==> src/rtl/rla_pkg.sv <==
package rla_pkg;

  typedef enum logic {
    MODE_AUTO  = 1'b0,
    MODE_FIXED = 1'b1
  } lat_mode_e;

endpackage

==> src/rtl/rla_cfg.sv <==
// Latches calibration results on the load strobe and derives per-lane
// read-pointer offsets plus the usability flags.
module rla_cfg
  import rla_pkg::*;
#(
  parameter int NUM_DEV    = 2,
  parameter int LAT_W      = 5,
  parameter int DEPTH      = 8,
  parameter int PTR_W      = 3,
  parameter int MAX_SPREAD = 2
) (
  input  logic                     clk,
  input  logic                     rst,
  input  logic                     load_i,
  input  lat_mode_e                mode_i,
  input  logic [LAT_W-1:0]         target_i,
  input  logic [NUM_DEV*LAT_W-1:0] lat_i,
  output logic [NUM_DEV*PTR_W-1:0] off_o,
  output logic                     good_o,
  output logic                     lat_ok_o,
  output logic                     err_o
);

  localparam logic [LAT_W:0] REACH_MAX  = (LAT_W+1)'(DEPTH - 1);
  localparam logic [LAT_W:0] SPREAD_LIM = (LAT_W+1)'(MAX_SPREAD);

  logic [LAT_W-1:0]         lat_max, lat_min, ref_lat;
  logic [LAT_W:0]           spread, reach;
  logic                     fix_ok, auto_err;
  logic [NUM_DEV*PTR_W-1:0] off_n;

  // Largest and smallest lane latency.
  always_comb begin
    lat_max = lat_i[LAT_W-1:0];
    lat_min = lat_i[LAT_W-1:0];
    for (int d = 1; d < NUM_DEV; d++) begin
      if (lat_i[d*LAT_W +: LAT_W] > lat_max) lat_max = lat_i[d*LAT_W +: LAT_W];
      if (lat_i[d*LAT_W +: LAT_W] < lat_min) lat_min = lat_i[d*LAT_W +: LAT_W];
    end
  end

  always_comb begin
    spread   = {1'b0, lat_max} - {1'b0, lat_min};
    reach    = {1'b0, target_i} - {1'b0, lat_min};
    auto_err = (spread > SPREAD_LIM);
    fix_ok   = (target_i >= lat_max) && (reach <= REACH_MAX);
    ref_lat  = (mode_i == MODE_FIXED) ? target_i : lat_max;
  end

  // Offset of each lane = reference minus own latency (modulo buffer size).
  for (genvar d = 0; d < NUM_DEV; d++) begin : g_off
    assign off_n[d*PTR_W +: PTR_W] = PTR_W'(ref_lat - lat_i[d*LAT_W +: LAT_W]);
  end

  always_ff @(posedge clk) begin
    if (rst) begin
      off_o    <= '0;
      good_o   <= 1'b0;
      lat_ok_o <= 1'b0;
      err_o    <= 1'b0;
    end else if (load_i) begin
      off_o    <= off_n;
      if (mode_i == MODE_FIXED) begin
        good_o   <= fix_ok;
        lat_ok_o <= fix_ok;
        err_o    <= 1'b0;
      end else begin
        good_o   <= !auto_err;
        lat_ok_o <= 1'b0;
        err_o    <= auto_err;
      end
    end
  end

endmodule

==> src/rtl/rla_buf.sv <==
// One lane buffer: written every cycle at a free-running pointer, read at
// the pointer minus the lane offset. Data lives in an inferable RAM; the
// valid bits are resettable flops so stale RAM content is never flagged.
module rla_buf #(
  parameter int DW    = 16,
  parameter int DEPTH = 8,
  parameter int PTR_W = 3
) (
  input  logic             clk,
  input  logic             rst,
  input  logic [DW-1:0]    wdata_i,
  input  logic             wvalid_i,
  input  logic [PTR_W-1:0] off_i,
  output logic [DW-1:0]    rdata_o,
  output logic             rvalid_o
);

  logic [DW-1:0]    mem [DEPTH];
  logic [DEPTH-1:0] vbits;
  logic [PTR_W-1:0] wp, rd_addr;

  assign rd_addr = wp - PTR_W'(1) - off_i;

  // RAM port: write-first address, registered read (read-before-write).
  always_ff @(posedge clk) begin
    mem[wp] <= wdata_i;
    rdata_o <= mem[rd_addr];
  end

  always_ff @(posedge clk) begin
    if (rst) begin
      wp       <= '0;
      vbits    <= '0;
      rvalid_o <= 1'b0;
    end else begin
      wp        <= wp + PTR_W'(1);
      vbits[wp] <= wvalid_i;
      rvalid_o  <= vbits[rd_addr];
    end
  end

endmodule

==> src/rtl/rla_merge.sv <==
// Combines the aligned lane outputs into one registered word and flag.
module rla_merge #(
  parameter int NUM_DEV = 2,
  parameter int DW      = 16
) (
  input  logic                  clk,
  input  logic                  rst,
  input  logic                  good_i,
  input  logic [NUM_DEV*DW-1:0] bdata_i,
  input  logic [NUM_DEV-1:0]    bvalid_i,
  output logic [NUM_DEV*DW-1:0] rdata_o,
  output logic                  rvalid_o
);

  logic beat;

  assign beat = good_i && (&bvalid_i);

  always_ff @(posedge clk) begin
    if (rst) begin
      rdata_o  <= '0;
      rvalid_o <= 1'b0;
    end else begin
      rvalid_o <= beat;
      if (beat) rdata_o <= bdata_i;
    end
  end

endmodule

==> src/rtl/rd_lat_align.sv <==
// Top: per-lane buffers aligned to a common read latency.
// DEPTH must be a power of two and $clog2(DEPTH) must not exceed LAT_W.
module rd_lat_align
  import rla_pkg::*;
#(
  parameter int NUM_DEV    = 2,
  parameter int DW         = 16,
  parameter int DEPTH      = 8,
  parameter int LAT_W      = 5,
  parameter int MAX_SPREAD = 2
) (
  input  logic                     clk,
  input  logic                     rst,
  input  logic [NUM_DEV*DW-1:0]    wdata_i,
  input  logic [NUM_DEV-1:0]       wvalid_i,
  input  logic [NUM_DEV*LAT_W-1:0] lat_i,
  input  logic                     load_i,
  input  logic                     fixed_mode_i,
  input  logic [LAT_W-1:0]         target_i,
  output logic [NUM_DEV*DW-1:0]    rdata_o,
  output logic                     rvalid_o,
  output logic                     lat_ok_o,
  output logic                     spread_err_o
);

  localparam int PTR_W = $clog2(DEPTH);

  logic [NUM_DEV*PTR_W-1:0] off;
  logic                     good;
  logic [NUM_DEV*DW-1:0]    buf_d;
  logic [NUM_DEV-1:0]       buf_v;

  rla_cfg #(
    .NUM_DEV   (NUM_DEV),
    .LAT_W     (LAT_W),
    .DEPTH     (DEPTH),
    .PTR_W     (PTR_W),
    .MAX_SPREAD(MAX_SPREAD)
  ) u_cfg (
    .clk     (clk),
    .rst     (rst),
    .load_i  (load_i),
    .mode_i  (lat_mode_e'(fixed_mode_i)),
    .target_i(target_i),
    .lat_i   (lat_i),
    .off_o   (off),
    .good_o  (good),
    .lat_ok_o(lat_ok_o),
    .err_o   (spread_err_o)
  );

  for (genvar d = 0; d < NUM_DEV; d++) begin : g_lane
    rla_buf #(
      .DW   (DW),
      .DEPTH(DEPTH),
      .PTR_W(PTR_W)
    ) u_buf (
      .clk     (clk),
      .rst     (rst),
      .wdata_i (wdata_i[d*DW +: DW]),
      .wvalid_i(wvalid_i[d]),
      .off_i   (off[d*PTR_W +: PTR_W]),
      .rdata_o (buf_d[d*DW +: DW]),
      .rvalid_o(buf_v[d])
    );
  end

  rla_merge #(
    .NUM_DEV(NUM_DEV),
    .DW     (DW)
  ) u_merge (
    .clk     (clk),
    .rst     (rst),
    .good_i  (good),
    .bdata_i (buf_d),
    .bvalid_i(buf_v),
    .rdata_o (rdata_o),
    .rvalid_o(rvalid_o)
  );

endmodule

==> config.mk <==
export PLATFORM = sky130hd
export DESIGN_NAME = rd_lat_align
export DESIGN_NICKNAME = d
export VERILOG_FILES = /design/src/rtl/rla_pkg.sv /design/src/rtl/rla_cfg.sv /design/src/rtl/rla_buf.sv /design/src/rtl/rla_merge.sv /design/src/rtl/rd_lat_align.sv
export SDC_FILE = /design/constraint.sdc
export NUM_CORES = 1
export LEC_CHECK = 0
export BUFFER_PORTS_ARGS = -buffer_cell sky130_fd_sc_hd__clkbuf_2
export CORE_UTILIZATION = 39
export CTS_CLUSTER_DIAMETER = 40
export DETAILED_ROUTE_END_ITERATION = 7
export PLACE_DENSITY = 0.64
export SLEW_MARGIN = 15
export SYNTH_ARGS = -nofsm -noshare
export SYNTH_HDL_FRONTEND = slang
export SYNTH_SLANG_ARGS = --single-unit
export TNS_END_PERCENT = 5
==> constraint.sdc <==
create_clock -name clk -period 4.1 [get_ports clk]
set_input_delay 0.41 -clock clk [delete_from_list [all_inputs] [get_ports clk]]
set_output_delay 0.41 -clock clk [all_outputs]
set_load 0.01 [all_outputs]
==> results.json <==
{
  "die_area_sq_mm": 0.03588,
  "syn_nets": 884,
  "finalHoldViolCount": 0,
  "cts.htree.levels": 2,
  "grt_max_degree": 35,
  "area_growth_pct": 18.73,
  "clkLatencyLatePin_ps": 540,
  "postPlaceCellArea_sq_mm": 0.01483,
  "rsz0062_at_grt": "no",
  "netlist_area_sq_mm": 0.01370,
  "gp_congestion": 0.8081,
  "postCtsHoldBufs": 0,
  "yosysSeqAreaShare_pct": 70.44,
  "synth.ff_latch_count": 354,
  "cts_buffers": 43,
  "relSlewSlack_pct": 28.92,
  "clock.fmax_mhz": 316.5,
  "start_util_pct": 39.66,
  "reg2reg_to": "g_lane[1].u_buf.rdata_o[14]",
  "dp.cells": 1329,
  "nNetsFinal": 1003,
  "cts.path.max_buffers": 3,
  "synth_warnings": 0,
  "path_clk_slew_ps": 60,
  "cellPowerDensity_mw_per_mm2": 560.6,
  "critPathKind": "in -> reg",
  "reg2reg_depth": 8,
  "ys_types": 44,
  "async_flop_share_pct": 0,
  "core_sq_mm": 0.03454,
  "fin_tns_setup_ps": 0,
  "final.setup_skew_ps": 12.38,
  "finalCritPeriodShare_pct": 77.06,
  "post-cts-setup-buffers": 0,
  "crit_arrival_ps": 3620,
  "outcome": "finished clean",
  "cts.sinks": 354,
  "cap_violations": 0,
  "final_cells": 1408,
  "syn_area_per_cell_sq_um": 17.12,
  "wl_per_cell_um": 18.92,
  "period_needed_ps": 3159,
  "synthCells": 800,
  "drt_first_pass_iters": 6,
  "viasPerCell": 4.996,
  "tritoncts": "built",
  "wl_um": 26640,
  "path_max_fanout": 5,
  "cts_root_buf": "clkbuf_16",
  "layout_commonest_cell": "edfxtp_1",
  "grt_pass1_vias": 7196,
  "cp-start-kind": "input pin",
  "grt_pass1_wl_um": 41260,
  "layout_common_cells": "256 x edfxtp_1, 98 x dfxtp_1, 87 x clkbuf_2",
  "met2WireLength_um": 13470,
  "synth_edf_count": 256,
  "timing.hold.ws_ps": 147.7,
  "stdcell_area_sq_mm": 0.01627,
  "grt_use_total_pct": 15.18,
  "critPathCaptureType": "flop",
  "antenna_left": 0,
  "grt_antenna_before_repair": 1,
  "antennaDiodeCount": 0,
  "drc": 0,
  "grt_overflow": 0,
  "dr.first_iter.drc_count": 328,
  "worstMarginPinSlew_ps": 1066,
  "worstReg2RegStart": "g_lane[1].u_buf.wp[0]",
  "cts_resized": 0,
  "peakVddDrop_mv": 0.4241,
  "vias": 7034,
  "die_w_um": 189.4,
  "rows": 68,
  "p_leak_nw": 5.740,
  "holdPathStages": 1,
  "slew_violations": 0,
  "cp.required_ps": 4560,
  "synth-main-ff-cell": "edfxtp_1",
  "fp.dieH_um": 189.4,
  "wirelength_met1_um": 11380,
  "top_layer": "met5",
  "hold_end": "g_lane[1].u_buf.mem[5][5]",
  "routed-wl-met3_um": 1330,
  "hold_class": "in -> reg",
  "port_buffers": 87,
  "ff2ff_setup_slack_ps": 1140,
  "ioPinCount": 88,
  "hold_path.startpoint": "wdata_i[21]",
  "post-dp-hpwl_um": 15280,
  "setup_viol": 0,
  "drive_gt1_share_pct": 32.42
}
through the flow:
step	util (%)	power (mW)	worst slack (ps)
2_1_floorplan	-	5.114	672.2
3_3_place_gp	42.92	5.450	496.1
3_5_place_dp	42.92	5.466	351.3
4_1_cts	47.09	9.237	906.0
5_1_grt	47.09	9.473	639.0
6_report	47.09	9.119	940.6
flip-flops by register name, summed over array words and instances (netlist names):
name,flops
g_lane.u_buf.vbits,16
u_merge.rdata_o,32
g_lane.u_buf.wp,6
g_lane.u_buf.rdata_o,32
u_cfg.err_o,1
u_cfg.off_o,6
g_lane.u_buf.mem,256
u_cfg.lat_ok_o,1
g_lane.u_buf.rvalid_o,2
u_merge.rvalid_o,1
u_cfg.good_o,1
Yosys cell counts, types with 2 or more instances:
library cell    n  area share, %
edfxtp_1      256             56
dfxtp_1        98             14
nand2_1        71            1.9
mux4_2         68             11
a21oi_1        43            1.6
nor2_1         38            1.0
mux2_2         34            2.8
mux2i_1        26            1.9
ha_1           25            2.3
inv_1          23           0.63
clkbuf_1       19           0.52
buf_2          12           0.44
nor3b_1         8           0.44
xnor2_1         8           0.51
buf_1           7           0.19
o21ai_0         7           0.26
fa_1            6           0.88
and3_1          5           0.23
nand3_1         4           0.15
nor2b_1         4           0.18
nor3_1          4           0.15
a211oi_1        3           0.16
a21o_1          3           0.16
xor2_1          3           0.19
a211oi_2        2           0.18
a31oi_1         2          0.091
buf_4           2           0.11
nand2b_1        2          0.091
xnor2_2         2           0.24
worst max path at each step:
stage / start / to / slack (ps) / cells past startpoint
CTS: lat_i[2] / u_cfg.good_o / 910 / 16
finish: lat_i[2] / u_cfg.good_o / 940 / 16
global route: lat_i[2] / u_cfg.good_o / 640 / 16
floorplan: lat_i[4] / u_cfg.good_o / 670 / 16
detailed placement: lat_i[2] / u_cfg.good_o / 350 / 16
global placement: lat_i[1] / u_cfg.good_o / 500 / 16
where the power goes:
group          internal (mW)  switching, mW
logic                  0.584          0.573
clock network           2.26           1.50
registers               4.12         0.0841
metal layers:
metal	vias up	global-route usage, %
met1	3529	19.11
li1	3307	-
met4	2	4.280
met2	157	26.35
met3	39	3.188
met5	-	0
layout make-up:
cell class | instances | area (sq um)
clock buffers | 51 | 1166
clock inverters | 28 | 272.8
fillers | 2994 | 18280
inverters | 23 | 86.33
multi-input cells | 383 | 3884
flip-flops and latches | 354 | 9649
well taps | 455 | 569.3
repair buffers | 114 | 638.1
worst max-delay path, stage by stage:
cell and delay (ps):
clkbuf_2 120, inv_1 60, ha_1 330, and4b_1 200, o21ai_1 250, nand2_1 180, o21ai_0 300, ha_1 250
inv_1 70, fa_1 350, a21o_1 180, a21oi_1 170, mux2i_1 100, nor4_1 340, a21oi_1 90, a211oi_2 210
kinds of logic (layout without fill, tap and decap cells):
| kind of cell | after synthesis | after routing | synth area share (%) |
|---|---|---|---|
| multiplexers | 128 | 128 | 15.87 |
| adder cells (fa/ha/maj) | 31 | 31 | 3.160 |
| AO/OA/AOI/OAI | 69 | 69 | 3.105 |
| flip-flops | 354 | 354 | 70.44 |
| buffers and inverters | 63 | 216 | 1.891 |
| AND/OR/NAND/NOR | 142 | 142 | 4.594 |
| XOR/XNOR | 13 | 13 | 0.9408 |
No activity file was read; power rests on OpenSTA's default activity.
